<file path="src/rtl/bfb_pkg.sv">
package bfb_pkg;
  typedef struct packed {
    logic push;
    logic pop;
    logic flush;
  } fifoStrobe_t;
endpackage

</file>
<file path="src/rtl/bfb_datapath.sv">
module bfb_datapath
  import bfb_pkg::*;
#(
  parameter int DATA_W = 16,
  parameter int ADDR_W = 6
) (
  input  logic              clk,
  input  logic              rstN,
  input  fifoStrobe_t       strobe,
  input  logic [DATA_W-1:0] wrData,
  output logic [DATA_W-1:0] rdData
);
  localparam int DEPTH = 1 << ADDR_W;

  logic [DATA_W-1:0] mem [DEPTH];
  logic [ADDR_W-1:0] wrPtr, rdPtr;

  // storage has no reset; only pointers and output are initialised
  always_ff @(posedge clk) begin
    if (strobe.push) mem[wrPtr] <= wrData;
  end

  always_ff @(posedge clk or negedge rstN) begin
    if (!rstN) begin
      wrPtr  <= '0;
      rdPtr  <= '0;
      rdData <= '0;
    end else if (strobe.flush) begin
      wrPtr  <= '0;
      rdPtr  <= '0;
      rdData <= '0;
    end else begin
      if (strobe.push) wrPtr <= wrPtr + 1'b1;
      if (strobe.pop) begin
        rdPtr  <= rdPtr + 1'b1;
        rdData <= mem[rdPtr];
      end
    end
  end
endmodule

</file>
<file path="src/rtl/bfb_control.sv">
module bfb_control
  import bfb_pkg::*;
#(
  parameter int ADDR_W = 6,
  parameter int TO_W   = 16
) (
  input  logic              clk,
  input  logic              rstN,
  input  logic              wrEn,
  input  logic              rdEn,
  input  logic              irqAck,
  input  logic              clearCmd,
  input  logic              overflowClr,
  input  logic              underflowClr,
  input  logic [ADDR_W:0]   burstLevel,
  input  logic [TO_W-1:0]   stallLimit,
  output fifoStrobe_t       strobe,
  output logic [ADDR_W:0]   occupancy,
  output logic              irq,
  output logic              overflow,
  output logic              underflow,
  output logic              stall
);
  localparam int CNT_W = ADDR_W + 1;
  localparam logic [CNT_W-1:0] FULL_CNT = CNT_W'(1 << ADDR_W);

  logic             full, empty, acked;
  logic [CNT_W-1:0] countNext;
  logic [TO_W-1:0]  wdCnt;
  logic             dropWrite, emptyRead, wdRun;

  assign full  = (occupancy == FULL_CNT);
  assign empty = (occupancy == '0);

  assign strobe.flush = clearCmd;
  assign strobe.push  = wrEn && !full && !clearCmd;
  assign strobe.pop   = rdEn && !empty && !clearCmd;

  assign dropWrite = wrEn && full && !clearCmd;
  assign emptyRead = rdEn && empty && !clearCmd;
  assign wdRun     = irq && !rdEn;

  always_comb begin
    countNext = occupancy;
    if (strobe.flush) countNext = '0;
    else begin
      unique case ({strobe.push, strobe.pop})
        2'b10:   countNext = occupancy + 1'b1;
        2'b01:   countNext = occupancy - 1'b1;
        default: countNext = occupancy;
      endcase
    end
  end

  assign irq = (occupancy >= burstLevel) && !acked;

  always_ff @(posedge clk or negedge rstN) begin
    if (!rstN) begin
      occupancy <= '0;
      acked     <= 1'b0;
      overflow  <= 1'b0;
      underflow <= 1'b0;
      stall     <= 1'b0;
      wdCnt     <= '0;
    end else begin
      occupancy <= countNext;
      if (strobe.flush || countNext < burstLevel) acked <= 1'b0;
      else if (irqAck)                            acked <= 1'b1;

      if (strobe.flush)     overflow <= 1'b0;
      else if (dropWrite)   overflow <= 1'b1;
      else if (overflowClr) overflow <= 1'b0;

      if (strobe.flush)      underflow <= 1'b0;
      else if (emptyRead)    underflow <= 1'b1;
      else if (underflowClr) underflow <= 1'b0;

      if (strobe.flush)                      stall <= 1'b0;
      else if (wdRun && wdCnt >= stallLimit) stall <= 1'b1;

      if (strobe.flush || !wdRun) wdCnt <= '0;
      else if (wdCnt != '1)       wdCnt <= wdCnt + 1'b1;
    end
  end
endmodule

</file>
<file path="src/rtl/burst_fifo_bridge.sv">
module burst_fifo_bridge
  import bfb_pkg::*;
#(
  parameter int DATA_W = 16,
  parameter int ADDR_W = 6,
  parameter int TO_W   = 16
) (
  input  logic              clk,
  input  logic              rstN,
  input  logic              wrEn,
  input  logic [DATA_W-1:0] wrData,
  input  logic              rdEn,
  output logic [DATA_W-1:0] rdData,
  input  logic              irqAck,
  input  logic              clearCmd,
  input  logic              overflowClr,
  input  logic              underflowClr,
  input  logic [ADDR_W:0]   burstLevel,
  input  logic [TO_W-1:0]   stallLimit,
  output logic [ADDR_W:0]   occupancy,
  output logic              irq,
  output logic              overflow,
  output logic              underflow,
  output logic              stall
);
  fifoStrobe_t strobe;

  bfb_control #(.ADDR_W(ADDR_W), .TO_W(TO_W)) u_control (
    .clk(clk), .rstN(rstN), .wrEn(wrEn), .rdEn(rdEn), .irqAck(irqAck),
    .clearCmd(clearCmd), .overflowClr(overflowClr), .underflowClr(underflowClr),
    .burstLevel(burstLevel), .stallLimit(stallLimit), .strobe(strobe),
    .occupancy(occupancy), .irq(irq), .overflow(overflow),
    .underflow(underflow), .stall(stall)
  );

  bfb_datapath #(.DATA_W(DATA_W), .ADDR_W(ADDR_W)) u_datapath (
    .clk(clk), .rstN(rstN), .strobe(strobe), .wrData(wrData), .rdData(rdData)
  );
endmodule

</file>
<file path="config.mk">
export PLATFORM = sky130hd
export DESIGN_NAME = burst_fifo_bridge
export DESIGN_NICKNAME = d
export VERILOG_FILES = /design/src/rtl/bfb_pkg.sv /design/src/rtl/bfb_datapath.sv /design/src/rtl/bfb_control.sv /design/src/rtl/burst_fifo_bridge.sv
export SDC_FILE = /design/constraint.sdc
export NUM_CORES = 1
export LEC_CHECK = 0
export BUFFER_PORTS_ARGS = -buffer_cell sky130_fd_sc_hd__buf_2
export CAP_MARGIN = 0
export CORE_MARGIN = 3
export CORE_UTILIZATION = 62
export CTS_CLUSTER_SIZE = 12
export DETAILED_ROUTE_END_ITERATION = 8
export GPL_TIMING_DRIVEN = 0
export PLACE_DENSITY = 0.79
export SETUP_SLACK_MARGIN = 0.05
export SYNTH_ARGS = -nofsm -noshare
export SYNTH_HDL_FRONTEND = slang
export SYNTH_SLANG_ARGS = --single-unit
</file>
<file path="constraint.sdc">
create_clock -name clk -period 5.14 [get_ports clk]
set_input_delay 0.257 -clock clk [delete_from_list [all_inputs] [get_ports clk]]
set_output_delay 0.257 -clock clk [all_outputs]
set_load 0.02 [all_outputs]
</file>
==> flow_summary.toml <==
[status]
status = "finished, violations left"
violations = "design-rule violations"

[synthesis]
avgSynthCellArea_sq_um = 19.4
yosysMostFrequentCell = "edfxtp_1"
synth_cells = 2217
ys_ff_latch = 1079
synth.cell_area_sq_um = 43000
synth_commonest_cells = "edfxtp_1, mux4_2, mux2i_1, nor2_1, nand2_1"
synthArstFlopShare_pct = 5.10
synth_ff_type = "edfxtp_1"
yosysTopAreaCellShare_pct = 71.5
synth_nets = 2299
synth-edff-count = 1024
seq_area_frac_synth_pct = 74.7
yosys_warnings = 0
yosys.area.top_type = "edfxtp_1"
yosysUniqueCellTypes = 62
synthTopCellsByArea = "edfxtp_1, mux4_2, mux2i_1"

[floorplanning]
pin_count = 74
coreArea_sq_um = 68000
initial_core_util_pct = 63.3
die_area_sq_um = 72600
rows = 95
fp.dieH_um = 269
die_w_um = 269

[timing]
skew_ns = 0.0396
worst_slew_pin_slew_ns = 1.41
rsz0062_at_grt = "no"
timing.fmax_mhz = 207
maxSlewHeadroom_pct = 5.80
setup_viol = 0
finalSetupTns_ns = 0
finalCritPeriodShare_pct = 94.1
fin_ws_ns = 0.306
final_max_slew_viol_count = 0
final_hold_viol_count = 0
period_needed_ns = 4.83

[critical_path]
cp-start-kind = "register"
cp_max_fo = 18
cp_data_arrival_time_ns = 5.43
critPathCaptureType = "register"
worst_path_most_repeated_cell = "ha_1"
r2r-start = "u_control.occupancy[3]$_DFF_PN0_"
crit_chain = "clkbuf_2, nor4_2, a31oi_4, nor2b_1, buf_2, ha_1, buf_2, xor2_1, ha_1, a21oi_1, o22ai_1, mux2_2, a31oi_1, mux2_2, ha_1, nand3_1, or4_1, nand3_1"
crit_type = "reg2reg"
cp.required_ns = 5.74
cp_top_family = "simple AND/OR/NAND/NOR gates"
worst_r2r_endpoint = "u_control.acked$_DFFE_PN0P_"
cpPeakStageDelay_ns = 0.47
cpMaxStageDelayCell = "nor4_2"
ff2ff_path_depth = 18
reg2reg_slack_ns = 0.31
crit_buf_inv = 3

[min_path]
hp-start = "irqAck"
holdPathStages = 5
min_path_type = "in2reg"
worstHoldEndpoint = "u_control.acked$_DFFE_PN0P_"

[power]
peakVddDrop_uv = 319
pwr_density_cell_nw_per_um2 = 402
power.total_uw = 19300
sw_frac_of_total_pct = 23.7
p_seq_share_pct = 50.4
combPwrFrac_pct = 13.0
switchingPower_uw = 4590
power.leakage_uw = 0.0155
clockPowerShare_pct = 36.6
internal_power_uw = 14700

[global_routing]
grt_pass1_wl_um = 156000
met3_usage_pct = 7.81
gr-usage-met1_pct = 40.3
overflow = 0
grt_pass1_vias = 23300
grt_use_met2_pct = 45.7
busiest_layer = "met2"
grt_max_degree = 65
antenna_found_initial = 1
grt_use_total_pct = 29.6

[cts]
numCtsBuffers = 105
insertion_delay_ns = 0.68
clock-sinks = 1079
cts_tree = "yes"
cts_setup_buffers = 0
htreeDepth = 3
root_buffer = "clkbuf_16"
clock_path_buffers = 3
clk_pin_slew_worst_paths_ns = 0.06

[placed_design]
place_congestion = 1.01
hpwlAfterDp_um = 65900
port_buffers = 73
post-place-ws_ns = -0.154

[drt]
drt_wl_total_um = 107000
postRouteAntennaNets = 0
viasPerCell = 6.81
drtIter0Drc = 3845
remaining_drc_errors = 7
drt-pass1-iter-count = 9
wl_per_cell_um = 31.4
vias = 23300

[final_layout]
multi_input_area_sq_um = 10200
regArea_sq_um = 32100
layout.nets = 2501
final_core_util_pct = 70.8
syn_to_final_growth_pct = 11.8
nFillCells = 3943
drive_above_1_share_pct = 22.4

[run]
maxCapViolCount = 0
## kinds of logic (layout without fill, tap and decap cells)
family          Yosys count  count (layout)  share of synthesized area [%]
mux                     385             385                           14.6
buf+inv                 155             428                           1.88
other cells               0               1                              0
compound gates          195             195                           3.50
flops                  1079            1079                           74.7
xor+xnor                 28              28                          0.570
simple gates            340             340                           3.76
fa+ha+maj                35              35                           1.02
## how the worst max path moves through the flow
stage / start / endpoint / cells past startpoint
2_1_floorplan: u_control.occupancy[3]$_DFF_PN0_ / u_control.acked$_DFFE_PN0P_ / 19
3_3_place_gp: u_control.occupancy[3]$_DFF_PN0_ / u_control.acked$_DFFE_PN0P_ / 19
3_5_place_dp: u_control.occupancy[3]$_DFF_PN0_ / u_control.acked$_DFFE_PN0P_ / 19
4_1_cts: u_control.occupancy[2]$_DFF_PN0_ / u_control.acked$_DFFE_PN0P_ / 18
5_1_grt: u_control.occupancy[3]$_DFF_PN0_ / u_control.acked$_DFFE_PN0P_ / 18
6_report: u_control.occupancy[3]$_DFF_PN0_ / u_control.acked$_DFFE_PN0P_ / 18
## layer usage
layer  part of all wire, %  wire, um
met5                     0         0
met4                   4.9      5280
met3                    12     13200
met2                    47     50300
met1                    36     38400
## layout make-up
| class | instances | share of cell area (%) |
|---|---|---|
| Clock inverter | 20 | 0.325 |
| Buffer | 123 | 1.44 |
| Sequential cell | 1079 | 66.8 |
| Inverter | 31 | 0.242 |
| Clock buffer | 158 | 6.11 |
| Multi-Input combinational cell | 983 | 21.3 |
| Timing Repair Buffer | 96 | 1.44 |
| Antenna cell | 1 | 0.00520 |
| Tap cell | 921 | 2.39 |
## registers in the layout (all words and copies together), names as in the netlist
register             count
u_datapath.mem        1024
u_control.wdCnt         16
u_datapath.rdData       16
u_control.occupancy      7
u_datapath.rdPtr         6
u_datapath.wrPtr         6
u_control.acked          1
u_control.overflow       1
u_control.stall          1
u_control.underflow      1
## through the flow
step	hold slack, ns	cell area [sq um]	cells
after CTS	0.0142	48000	3409
after detailed placement	0.523	44900	3227
after floorplan	-0.0386	43000	2217
final	0.0382	48100	3412
after global routing	0.0883	48100	3411
after global placement	0.495	44500	3211
## placed cells by master, fill, tap and decap left out, types with 9 or more instances in the layout
cell type     n
edfxtp_1   1024
mux4_2      192
mux2i_1     171
clkbuf_16   106
clkbuf_1    100
buf_2        95
nand2_1      94
nor2_1       62
nor2_2       60
dfrtp_1      55
ha_1         35
a22oi_1      32
inv_1        31
a21oi_1      27
mux2_2       22
buf_6        22
o22ai_1      19
nand3_1      18
nand4_1      17
buf_4        17
o221ai_1     16
a222oi_1     16
xnor2_1      15
and3_1       15
xor2_1       13
nand3b_1     13
buf_8        13
a221oi_1     11
a21o_1       10
nor3_1       10
a211o_1      10
o2111ai_1    10
o21ai_0       9
clkbuf_8      9
## power groups by stage
stage	Combinational, uW	Sequential [uW]	Clock [uW]
detailed placement	2440	9920	0
finish	2500	9740	7080
global placement	2390	9910	0
floorplan	1650	9910	0
global route	2630	9730	7440
CTS	2470	9740	7110
## tightest hold or removal path, delay by kind of cell
family,cells,cell delay [ns]
and+or+nand+nor,4,0.29
buffers and inverters,1,0.10
## what timing repair did
item	4_1_cts	5_1_grt
setup endpoints to repair	1	1
resized for setup	0	1
hold buffers	5	0
cloned	0	0
endpoints found under the hold margin	57	0
Power figures use the tool's default switching activity.
